### src/rtl/bwd_pkg.sv
package bwd_pkg;
  localparam int unsigned CFG_AW  = 6;
  localparam int unsigned DATA_W  = 32;
  localparam int unsigned ADDR_W  = 64;
  localparam int unsigned IO_W    = 32;
  localparam int unsigned MEM_W   = 32;
  localparam int unsigned CMP_W   = ADDR_W + 2;

  localparam logic [CFG_AW-1:0] DW_CMD     = 6'd1;
  localparam logic [CFG_AW-1:0] DW_IO      = 6'd7;
  localparam logic [CFG_AW-1:0] DW_MEM     = 6'd8;
  localparam logic [CFG_AW-1:0] DW_PREF    = 6'd9;
  localparam logic [CFG_AW-1:0] DW_PREF_BH = 6'd10;
  localparam logic [CFG_AW-1:0] DW_PREF_LH = 6'd11;
  localparam logic [CFG_AW-1:0] DW_IO_HI   = 6'd12;

  typedef enum logic [2:0] {
    RD_NONE, RD_CMD, RD_IO, RD_MEM, RD_PREF, RD_PBHI, RD_PLHI, RD_IOHI
  } rdSel_e;

  typedef struct packed {
    logic   wrCmd;
    logic   wrIo;
    logic   wrMem;
    logic   wrPref;
    logic   wrPrefBaseHi;
    logic   wrPrefLimHi;
    logic   wrIoHi;
    logic   rdEn;
    rdSel_e rdSel;
  } strobe_t;

  typedef struct packed {
    logic [IO_W-1:0]     ioStart;
    logic [IO_W:0]       ioEnd;
    logic [MEM_W-1:0]    memStart;
    logic [MEM_W:0]      memEnd;
    logic [ADDR_W-1:0]   prefStart;
    logic [ADDR_W:0]     prefEnd;
  } window_t;
endpackage

### src/rtl/bwd_ctrl.sv
module bwd_ctrl
  import bwd_pkg::*;
(
  input  logic [CFG_AW-1:0] cfgAddr,
  input  logic              cfgWrEn,
  input  logic              cfgRdEn,
  output strobe_t           strobe
);
  always_comb begin
    strobe = '0;
    strobe.rdEn = cfgRdEn;
    unique case (cfgAddr)
      DW_CMD:     begin strobe.wrCmd        = cfgWrEn; strobe.rdSel = RD_CMD;  end
      DW_IO:      begin strobe.wrIo         = cfgWrEn; strobe.rdSel = RD_IO;   end
      DW_MEM:     begin strobe.wrMem        = cfgWrEn; strobe.rdSel = RD_MEM;  end
      DW_PREF:    begin strobe.wrPref       = cfgWrEn; strobe.rdSel = RD_PREF; end
      DW_PREF_BH: begin strobe.wrPrefBaseHi = cfgWrEn; strobe.rdSel = RD_PBHI; end
      DW_PREF_LH: begin strobe.wrPrefLimHi  = cfgWrEn; strobe.rdSel = RD_PLHI; end
      DW_IO_HI:   begin strobe.wrIoHi       = cfgWrEn; strobe.rdSel = RD_IOHI; end
      default:    strobe.rdSel = RD_NONE;
    endcase
  end
endmodule

### src/rtl/bwd_regs.sv
module bwd_regs
  import bwd_pkg::*;
#(
  parameter logic [3:0]  IO_CAP    = 4'd1,
  parameter logic [3:0]  MEM_CAP   = 4'd0,
  parameter logic [3:0]  PREF_CAP  = 4'd1,
  parameter logic [7:0]  IO_MASK   = 8'hF0,
  parameter logic [15:0] MEM_MASK  = 16'hFFF0,
  parameter logic [15:0] PREF_MASK = 16'hFFF0
) (
  input  logic              clk,
  input  logic              rstN,
  input  strobe_t           strobe,
  input  logic [DATA_W-1:0] wrData,
  output logic [DATA_W-1:0] rdData,
  output logic [1:0]        cmdBits,
  output window_t           win
);
  localparam int unsigned IO_HI_W  = IO_W - 16;
  localparam int unsigned PREF_HI_W = ADDR_W - MEM_W;

  logic [3:0]  ioBaseN, ioLimN;
  logic [11:0] memBaseN, memLimN, prefBaseN, prefLimN;
  logic [IO_HI_W-1:0]   ioBaseHi, ioLimHi;
  logic [PREF_HI_W-1:0] prefBaseHi, prefLimHi;

  always_ff @(posedge clk or negedge rstN) begin
    if (!rstN) begin
      cmdBits   <= '0;
      ioBaseN   <= '0;
      ioLimN    <= '0;
      memBaseN  <= '0;
      memLimN   <= '0;
      prefBaseN <= '0;
      prefLimN  <= '0;
    end else begin
      if (strobe.wrCmd) cmdBits <= wrData[1:0];
      if (strobe.wrIo) begin
        ioBaseN <= wrData[7:4]   & IO_MASK[7:4];
        ioLimN  <= wrData[15:12] & IO_MASK[7:4];
      end
      if (strobe.wrMem) begin
        memBaseN <= wrData[15:4]  & MEM_MASK[15:4];
        memLimN  <= wrData[31:20] & MEM_MASK[15:4];
      end
      if (strobe.wrPref) begin
        prefBaseN <= wrData[15:4]  & PREF_MASK[15:4];
        prefLimN  <= wrData[31:20] & PREF_MASK[15:4];
      end
    end
  end

  generate
    if (IO_CAP == 4'd1) begin : g_io32
      always_ff @(posedge clk or negedge rstN) begin
        if (!rstN) begin
          ioBaseHi <= '0;
          ioLimHi  <= '0;
        end else if (strobe.wrIoHi) begin
          ioBaseHi <= wrData[15:0];
          ioLimHi  <= wrData[31:16];
        end
      end
    end else begin : g_io16
      assign ioBaseHi = '0;
      assign ioLimHi  = '0;
    end

    if (PREF_CAP == 4'd1) begin : g_pref64
      always_ff @(posedge clk or negedge rstN) begin
        if (!rstN) begin
          prefBaseHi <= '0;
          prefLimHi  <= '0;
        end else begin
          if (strobe.wrPrefBaseHi) prefBaseHi <= wrData;
          if (strobe.wrPrefLimHi)  prefLimHi  <= wrData;
        end
      end
    end else begin : g_pref32
      assign prefBaseHi = '0;
      assign prefLimHi  = '0;
    end
  endgenerate

  always_comb begin
    win.ioStart   = {ioBaseHi, ioBaseN, 12'h000};
    win.ioEnd     = {1'b0, ioLimHi, ioLimN, 12'h000} + 33'h1000;
    win.memStart  = {memBaseN, 20'h00000};
    win.memEnd    = {1'b0, memLimN, 20'h00000} + 33'h100000;
    win.prefStart = {prefBaseHi, prefBaseN, 20'h00000};
    win.prefEnd   = {1'b0, prefLimHi, prefLimN, 20'h00000} + 65'h100000;
  end

  always_ff @(posedge clk or negedge rstN) begin
    if (!rstN) begin
      rdData <= '0;
    end else if (strobe.rdEn) begin
      unique case (strobe.rdSel)
        RD_CMD:  rdData <= {30'h0, cmdBits};
        RD_IO:   rdData <= {16'h0, ioLimN, IO_CAP, ioBaseN, IO_CAP};
        RD_MEM:  rdData <= {memLimN, MEM_CAP, memBaseN, MEM_CAP};
        RD_PREF: rdData <= {prefLimN, PREF_CAP, prefBaseN, PREF_CAP};
        RD_PBHI: rdData <= prefBaseHi;
        RD_PLHI: rdData <= prefLimHi;
        RD_IOHI: rdData <= {ioLimHi, ioBaseHi};
        default: rdData <= '0;
      endcase
    end
  end

  logic unusedBits;
  assign unusedBits = ^{wrData[3:2], wrData[11:8], wrData[19:16]};
endmodule

### src/rtl/bwd_match.sv
module bwd_match
  import bwd_pkg::*;
#(
  parameter int unsigned SIZE_W = 4
) (
  input  logic [ADDR_W-1:0] accAddr,
  input  logic [SIZE_W-1:0] accSize,
  input  logic              accIsIo,
  input  logic [1:0]        cmdBits,
  input  window_t           win,
  output logic              accFwd
);
  logic [CMP_W-1:0] aLo, aHi;
  logic ioHit, memHit, prefHit;

  function automatic logic inWindow(input logic [CMP_W-1:0] lo, hi, wStart, wEnd);
    return (lo >= wStart) && (hi < wEnd);
  endfunction

  always_comb begin
    aLo     = {2'b00, accAddr};
    aHi     = aLo + {{(CMP_W-SIZE_W){1'b0}}, accSize};
    ioHit   = inWindow(aLo, aHi, {{(CMP_W-IO_W){1'b0}}, win.ioStart},
                       {{(CMP_W-IO_W-1){1'b0}}, win.ioEnd});
    memHit  = inWindow(aLo, aHi, {{(CMP_W-MEM_W){1'b0}}, win.memStart},
                       {{(CMP_W-MEM_W-1){1'b0}}, win.memEnd});
    prefHit = inWindow(aLo, aHi, {2'b00, win.prefStart}, {1'b0, win.prefEnd});
    if (accIsIo) accFwd = cmdBits[0] && ioHit;
    else         accFwd = cmdBits[1] && (memHit || prefHit);
  end
endmodule

### src/rtl/bridge_window_decoder.sv
module bridge_window_decoder
  import bwd_pkg::*;
#(
  parameter logic [3:0]  IO_CAP    = 4'd1,
  parameter logic [3:0]  MEM_CAP   = 4'd0,
  parameter logic [3:0]  PREF_CAP  = 4'd1,
  parameter logic [7:0]  IO_MASK   = 8'hF0,
  parameter logic [15:0] MEM_MASK  = 16'hFFF0,
  parameter logic [15:0] PREF_MASK = 16'hFFF0,
  parameter int unsigned SIZE_W    = 4
) (
  input  logic              clk,
  input  logic              rstN,
  input  logic [5:0]        cfgAddr,
  input  logic [31:0]       cfgWrData,
  input  logic              cfgWrEn,
  input  logic              cfgRdEn,
  output logic [31:0]       cfgRdData,
  input  logic [63:0]       accAddr,
  input  logic [SIZE_W-1:0] accSize,
  input  logic              accIsIo,
  output logic              accFwd
);
  strobe_t    strobe;
  logic [1:0] cmdBits;
  window_t    win;

  bwd_ctrl i_ctrl (
    .cfgAddr (cfgAddr),
    .cfgWrEn (cfgWrEn),
    .cfgRdEn (cfgRdEn),
    .strobe  (strobe)
  );

  bwd_regs #(
    .IO_CAP(IO_CAP), .MEM_CAP(MEM_CAP), .PREF_CAP(PREF_CAP),
    .IO_MASK(IO_MASK), .MEM_MASK(MEM_MASK), .PREF_MASK(PREF_MASK)
  ) i_regs (
    .clk     (clk),
    .rstN    (rstN),
    .strobe  (strobe),
    .wrData  (cfgWrData),
    .rdData  (cfgRdData),
    .cmdBits (cmdBits),
    .win     (win)
  );

  bwd_match #(.SIZE_W(SIZE_W)) i_match (
    .accAddr (accAddr),
    .accSize (accSize),
    .accIsIo (accIsIo),
    .cmdBits (cmdBits),
    .win     (win),
    .accFwd  (accFwd)
  );
endmodule

### config.mk
export PLATFORM = sky130hd
export DESIGN_NAME = bridge_window_decoder
export DESIGN_NICKNAME = d
export VERILOG_FILES = /design/src/rtl/bwd_pkg.sv /design/src/rtl/bwd_ctrl.sv /design/src/rtl/bwd_regs.sv /design/src/rtl/bwd_match.sv /design/src/rtl/bridge_window_decoder.sv
export SDC_FILE = /design/constraint.sdc
export NUM_CORES = 1
export LEC_CHECK = 0
export ABC_AREA = 1
export BUFFER_PORTS_ARGS = -buffer_cell sky130_fd_sc_hd__buf_2
export CAP_MARGIN = 10
export CORE_UTILIZATION = 59
export CTS_BUF_LIST = sky130_fd_sc_hd__clkbuf_4 sky130_fd_sc_hd__clkbuf_8
export DETAILED_ROUTE_END_ITERATION = 16
export PLACE_DENSITY = 0.79
export SLEW_MARGIN = 20
export SYNTH_ARGS = -nofsm -noshare
export SYNTH_HDL_FRONTEND = slang
export SYNTH_SLANG_ARGS = --single-unit
export TNS_END_PERCENT = 10
### constraint.sdc
create_clock -name clk -period 6.7 [get_ports clk]
set_clock_uncertainty 0.2 [all_clocks]
set_input_delay 0 -clock clk [delete_from_list [all_inputs] [get_ports clk]]
set_output_delay 0 -clock clk [all_outputs]
set_load 0.02 [all_outputs]
==> impl_results.html <==
<table>
<tr><th>Metric</th><th>Value</th></tr>
<tr><th colspan="2">Final layout</th></tr>
<tr><td>Total of fill cells in the finished design</td><td>2276</td></tr>
<tr><td>Antenna cell count</td><td>0</td></tr>
<tr><td>Sequential cell area</td><td>0.00465 mm2</td></tr>
<tr><td>Area overhead of the layout relative to synthesis</td><td>12.0%</td></tr>
<tr><td>Total area of multi-input combinational cells</td><td>0.00956 mm2</td></tr>
<tr><td>Final nets</td><td>2675</td></tr>
<tr><td>Layout cells sized above 1</td><td>10.6%</td></tr>
<tr><th colspan="2">Synth</th></tr>
<tr><td>Library cell with the largest summed area after synthesis</td><td>sky130_fd_sc_hd__dfrtp_1</td></tr>
<tr><td>Post-synth ARST share</td><td>100%</td></tr>
<tr><td>FF+latch count, synth</td><td>186</td></tr>
<tr><td>Post-synthesis instance total</td><td>2243</td></tr>
<tr><td>Post-Synthesis Net Count</td><td>2512</td></tr>
<tr><td>Count of yosys warnings during synthesis</td><td>0</td></tr>
<tr><td>Synth top area share</td><td>29.9%</td></tr>
<tr><td>Netlist cell types</td><td>53</td></tr>
<tr><td>Mean cell area of the mapped netlist</td><td>6.94 um2</td></tr>
<tr><td>Post-synth top flop</td><td>sky130_fd_sc_hd__dfrtp_1</td></tr>
<tr><td>Count of flip-flops with a built-in enable after synthesis</td><td>0</td></tr>
<tr><td>Leading post-synthesis cells by cell area</td><td>sky130_fd_sc_hd__dfrtp_1 30%, sky130_fd_sc_hd__nand2_1 14%, sky130_fd_sc_hd__ha_1 13%</td></tr>
<tr><td>Register area share after synthesis</td><td>29.9%</td></tr>
<tr><td>Netlist area before placement</td><td>0.0156 mm2</td></tr>
<tr><th colspan="2">Routing</th></tr>
<tr><td>Remaining antenna violation count after routing</td><td>0</td></tr>
<tr><td>Number of DRC markers in iteration 0</td><td>2080</td></tr>
<tr><td>Routed via count divided by cell count</td><td>6.14</td></tr>
<tr><td>Final wirelength</td><td>61.9 mm</td></tr>
<tr><td>Per-cell routed wire length</td><td>22.5 um</td></tr>
<tr><td>Total DRC errors in the routed layout</td><td>0</td></tr>
<tr><td>Total number of vias</td><td>16900</td></tr>
<tr><td>Number of optimization iterations in the first detailed-route pass</td><td>6</td></tr>
<tr><th colspan="2">Power and ir drop</th></tr>
<tr><td>Clock network fraction of design power</td><td>24.8%</td></tr>
<tr><td>Portion of total power attributed to sequential cells</td><td>45.1%</td></tr>
<tr><td>Max VDD drop</td><td>0.152 mV</td></tr>
<tr><td>Power after layout</td><td>3.09 mW</td></tr>
<tr><td>Switching power share of the total</td><td>40.1%</td></tr>
<tr><td>Total power per unit cell area</td><td>177 mW/mm2</td></tr>
<tr><td>Power dissipated by switching net loads</td><td>1.24 mW</td></tr>
<tr><td>Combinational share of power</td><td>30.0%</td></tr>
<tr><td>Internal cell power</td><td>1.85 mW</td></tr>
<tr><td>Leakage power of the design</td><td>8.20 nW</td></tr>
<tr><th colspan="2">Global routing</th></tr>
<tr><td>Global route total overflow</td><td>0</td></tr>
<tr><td>M3 GR Usage</td><td>13.1%</td></tr>
<tr><td>Global-route layer with the greatest usage</td><td>met2</td></tr>
<tr><td>Initial antenna violation count</td><td>2</td></tr>
<tr><td>GR met1 Demand/Resource</td><td>59.4%</td></tr>
<tr><td>First-pass GRT wire length</td><td>91.3 mm</td></tr>
<tr><td>Met2 track utilization from global routing</td><td>70.3%</td></tr>
<tr><td>Maximum number of pins on one net before global-route repair</td><td>73</td></tr>
<tr><td>Overall track demand over capacity in global routing</td><td>46.2%</td></tr>
<tr><td>Number of global-route vias before repair</td><td>15600</td></tr>
<tr><th colspan="2">Worst setup path</th></tr>
<tr><td>Arrival time at the worst endpoint</td><td>4.20 ns</td></tr>
<tr><td>Maximum fanout count along the critical path</td><td>4</td></tr>
<tr><td>Most used cell, CP</td><td>sky130_fd_sc_hd__nand2_1</td></tr>
<tr><td>Number of buffer and inverter stages on the critical path</td><td>3</td></tr>
<tr><td>Type of the worst setup path</td><td>register to primary output</td></tr>
<tr><td>Setup crit start kind</td><td>register</td></tr>
<tr><td>Sort of element at the end of the critical path</td><td>primary output</td></tr>
<tr><td>Slowest cell on the critical path</td><td>sky130_fd_sc_hd__dfrtp_1</td></tr>
<tr><td>CP top delay family</td><td>simple AND/OR/NAND/NOR gates</td></tr>
<tr><td>Largest stage delay on the critical path</td><td>0.43 ns</td></tr>
<tr><td>Required @ worst endpoint</td><td>6.50 ns</td></tr>
<tr><th colspan="2">Timing</th></tr>
<tr><td>Share of the clock period used by the worst path</td><td>65.7%</td></tr>
<tr><td>Achievable clock frequency</td><td>0.227 GHz</td></tr>
<tr><td>Setup total negative slack</td><td>0 ns</td></tr>
<tr><td>Worst max-slew margin expressed relative to the limit</td><td>24.0%</td></tr>
<tr><td>Final setup fails</td><td>0</td></tr>
<tr><td>Max Slew Vio Count</td><td>0</td></tr>
<tr><td>Setup repair after global routing missed its margin</td><td>no</td></tr>
<tr><td>Slew at the pin closest to its max-slew limit</td><td>1.14 ns</td></tr>
<tr><td>Hold violation count in the final report</td><td>0</td></tr>
<tr><td>Final worst path period need</td><td>4.40 ns</td></tr>
<tr><th colspan="2">Placed design</th></tr>
<tr><td>Count of input and output buffers</td><td>143</td></tr>
<tr><td>Gp weighted congestion</td><td>1.06</td></tr>
<tr><td>Post-detail-place hpwl</td><td>48.5 mm</td></tr>
<tr><th colspan="2">Floorplanning</th></tr>
<tr><td>Die X</td><td>164 um</td></tr>
<tr><td>Total number of placement rows</td><td>59</td></tr>
<tr><td>I/O Pins</td><td>144</td></tr>
<tr><td>Initial Utilization</td><td>59.9%</td></tr>
<tr><td>Die area</td><td>0.0270 mm2</td></tr>
<tr><td>Floorplan core area</td><td>0.0260 mm2</td></tr>
<tr><td>Vert. Die Dim</td><td>164 um</td></tr>
<tr><th colspan="2">Clocking</th></tr>
<tr><td>Num Clock Sinks</td><td>186</td></tr>
<tr><td>Buffer levels on the longest clock path</td><td>2</td></tr>
<tr><td>Buffers inserted by post-CTS timing repair</td><td>0</td></tr>
<tr><td>Clk_lat worst skew</td><td>0.51 ns</td></tr>
<tr><td>Root buffer cell</td><td>sky130_fd_sc_hd__clkbuf_8</td></tr>
<tr><td>H-Tree Depth</td><td>4</td></tr>
<tr><td>CTS Buf Count</td><td>17</td></tr>
<tr><td>Clock slew at the register clock pins of the worst setup and hold paths</td><td>0.11 ns</td></tr>
<tr><td>Clock tree from TritonCTS</td><td>built</td></tr>
<tr><th colspan="2">Status</th></tr>
<tr><td>Result of the run</td><td>complete, no violations</td></tr>
<tr><th colspan="2">Run</th></tr>
<tr><td>Number of max-cap violations</td><td>0</td></tr>
<tr><th colspan="2">Min path</th></tr>
<tr><td>Worst min path class</td><td>input port to register</td></tr>
</table>
what timing repair did:
| action | 4_1_cts | 5_1_grt |
|---|---|---|
| hold buffers | 44 | 0 |
| hold endpoints to repair | 238 | 0 |
| gates resized for setup | 0 | 0 |
registers in the layout, indices dropped and copies added (netlist names), 4 cells and up:
register / count
i_regs.rdData: 32
i_regs.ioBaseN: 4
i_regs.prefLimHi: 32
i_regs.prefBaseHi: 32
i_regs.prefBaseN: 12
i_regs.memBaseN: 12
i_regs.ioBaseHi: 16
i_regs.ioLimN: 4
i_regs.memLimN: 12
i_regs.prefLimN: 12
i_regs.ioLimHi: 16
kinds of logic (layout without fill, tap and decap cells):
kind of cell             Yosys count  after routing  synth area share (%)
AO/OA/AOI/OAI                    404            404                  14.4
XOR/XNOR                          83             83                  4.72
adder cells (fa/ha/maj)          158            158                  12.7
buffers and inverters            366            541                  8.89
flip-flops                       186            186                  29.9
AND/OR/NAND/NOR                 1046           1046                  29.4
synth_stat cells (3+ instances only):
master / instances
sky130_fd_sc_hd__xor2_1: 62
sky130_fd_sc_hd__a221oi_1: 8
sky130_fd_sc_hd__nand3_2: 9
sky130_fd_sc_hd__nand3b_1: 5
sky130_fd_sc_hd__o21ai_1: 7
sky130_fd_sc_hd__nor2_1: 213
sky130_fd_sc_hd__o21ai_0: 215
sky130_fd_sc_hd__and2_1: 4
sky130_fd_sc_hd__o211ai_1: 9
sky130_fd_sc_hd__inv_2: 3
sky130_fd_sc_hd__a211oi_1: 16
sky130_fd_sc_hd__nand2_1: 595
sky130_fd_sc_hd__nand4_2: 3
sky130_fd_sc_hd__a22oi_1: 5
sky130_fd_sc_hd__nor4_1: 14
sky130_fd_sc_hd__o31ai_1: 4
sky130_fd_sc_hd__a21oi_1: 80
sky130_fd_sc_hd__nor2_2: 16
sky130_fd_sc_hd__nand2_2: 14
sky130_fd_sc_hd__a21o_1: 6
sky130_fd_sc_hd__dfrtp_1: 186
sky130_fd_sc_hd__nor2_4: 10
sky130_fd_sc_hd__inv_1: 313
sky130_fd_sc_hd__clkbuf_1: 45
sky130_fd_sc_hd__o22ai_1: 44
sky130_fd_sc_hd__ha_1: 158
sky130_fd_sc_hd__nand4_1: 45
sky130_fd_sc_hd__xnor2_1: 20
sky130_fd_sc_hd__nand3_1: 68
sky130_fd_sc_hd__nor3_1: 34
worst paths after layout:
kind,from,to,slack [ns],depth (start not counted)
setup / recovery,i_regs.prefLimN[1]$_DFFE_PN0P_,accFwd,2.30,25
hold / removal,cfgAddr[5],i_regs.rdData[0]$_DFFE_PN0P_,0.13,6
setup reg to reg,i_regs.prefBaseHi[0]$_DFFE_PN0P_,i_regs.rdData[0]$_DFFE_PN0P_,4.78,6
hold reg to reg,i_regs.rdData[2]$_DFFE_PN0P_,i_regs.rdData[2]$_DFFE_PN0P_,0.29,2
max in group asynchronous,rstN,i_regs.ioLimHi[2]$_DFFE_PN0P_,5.04,4
min in group asynchronous,rstN,i_regs.prefBaseHi[27]$_DFFE_PN0P_,0.45,4
cell type report:
cell class / count / area share, %
clock buffer: 17 / 1.34
inverter: 317 / 6.82
timing repair buffer: 193 / 7.04
sequential: 186 / 26.7
tap: 335 / 2.40
clock inverter: 14 / 0.875
multi-input combinational: 1691 / 54.8
layer usage:
metal,up-vias,wire [um]
li1,7691,-
met1,7820,23600
met2,1166,26200
met3,231,8300
met4,0,3770
met5,-,0
metrics by stage:
stage / cells / hold slack, ns / worst slack [ns] / area (um2) / util (%)
3_3_place_gp: 2678 / -0.170 / 3.04 / 16600 / 63.8
5_1_grt: 2753 / 0.154 / 1.89 / 17400 / 67.1
3_5_place_dp: 2678 / -0.163 / 2.91 / 16600 / 63.8
2_1_floorplan: 2243 / -0.496 / 3.53 / 15600 / -
4_1_cts: 2753 / 0.0800 / 2.38 / 17400 / 67.0
6_report: 2753 / 0.127 / 2.30 / 17400 / 67.1
cells in the final DEF, fill, tap and decap left out, types with 20 or more instances in the layout:
master                            n
sky130_fd_sc_hd__inv_1          313
sky130_fd_sc_hd__nor3_1          34
sky130_fd_sc_hd__dfrtp_1        186
sky130_fd_sc_hd__o21ai_0        215
sky130_fd_sc_hd__dlygate4sd3_1   43
sky130_fd_sc_hd__nand2_1        592
sky130_fd_sc_hd__buf_2          142
sky130_fd_sc_hd__xnor2_1         20
sky130_fd_sc_hd__xor2_1          62
sky130_fd_sc_hd__nand4_1         45
sky130_fd_sc_hd__nor2_1         213
sky130_fd_sc_hd__a21oi_1         80
sky130_fd_sc_hd__o22ai_1         44
sky130_fd_sc_hd__nand3_1         68
sky130_fd_sc_hd__ha_1           158
worst min-delay path: cells and delay by family:
kind | cells | cell delay (ns)
and+or+nand+nor | 3 | 0.28
AOI/OAI and AO/OA | 1 | 0.29
buffers and inverters | 2 | 0.21
power groups by stage:
stage	logic, mW	clock network, mW	registers (mW)
final	0.927	0.767	1.39
after global routing	1.03	0.794	1.40
after CTS	0.894	0.756	1.38
after detailed placement	0.865	0	1.40
after global placement	0.827	0	1.40
after floorplan	0.550	0	1.36
Note: power is estimated with default switching activity, not from simulation.
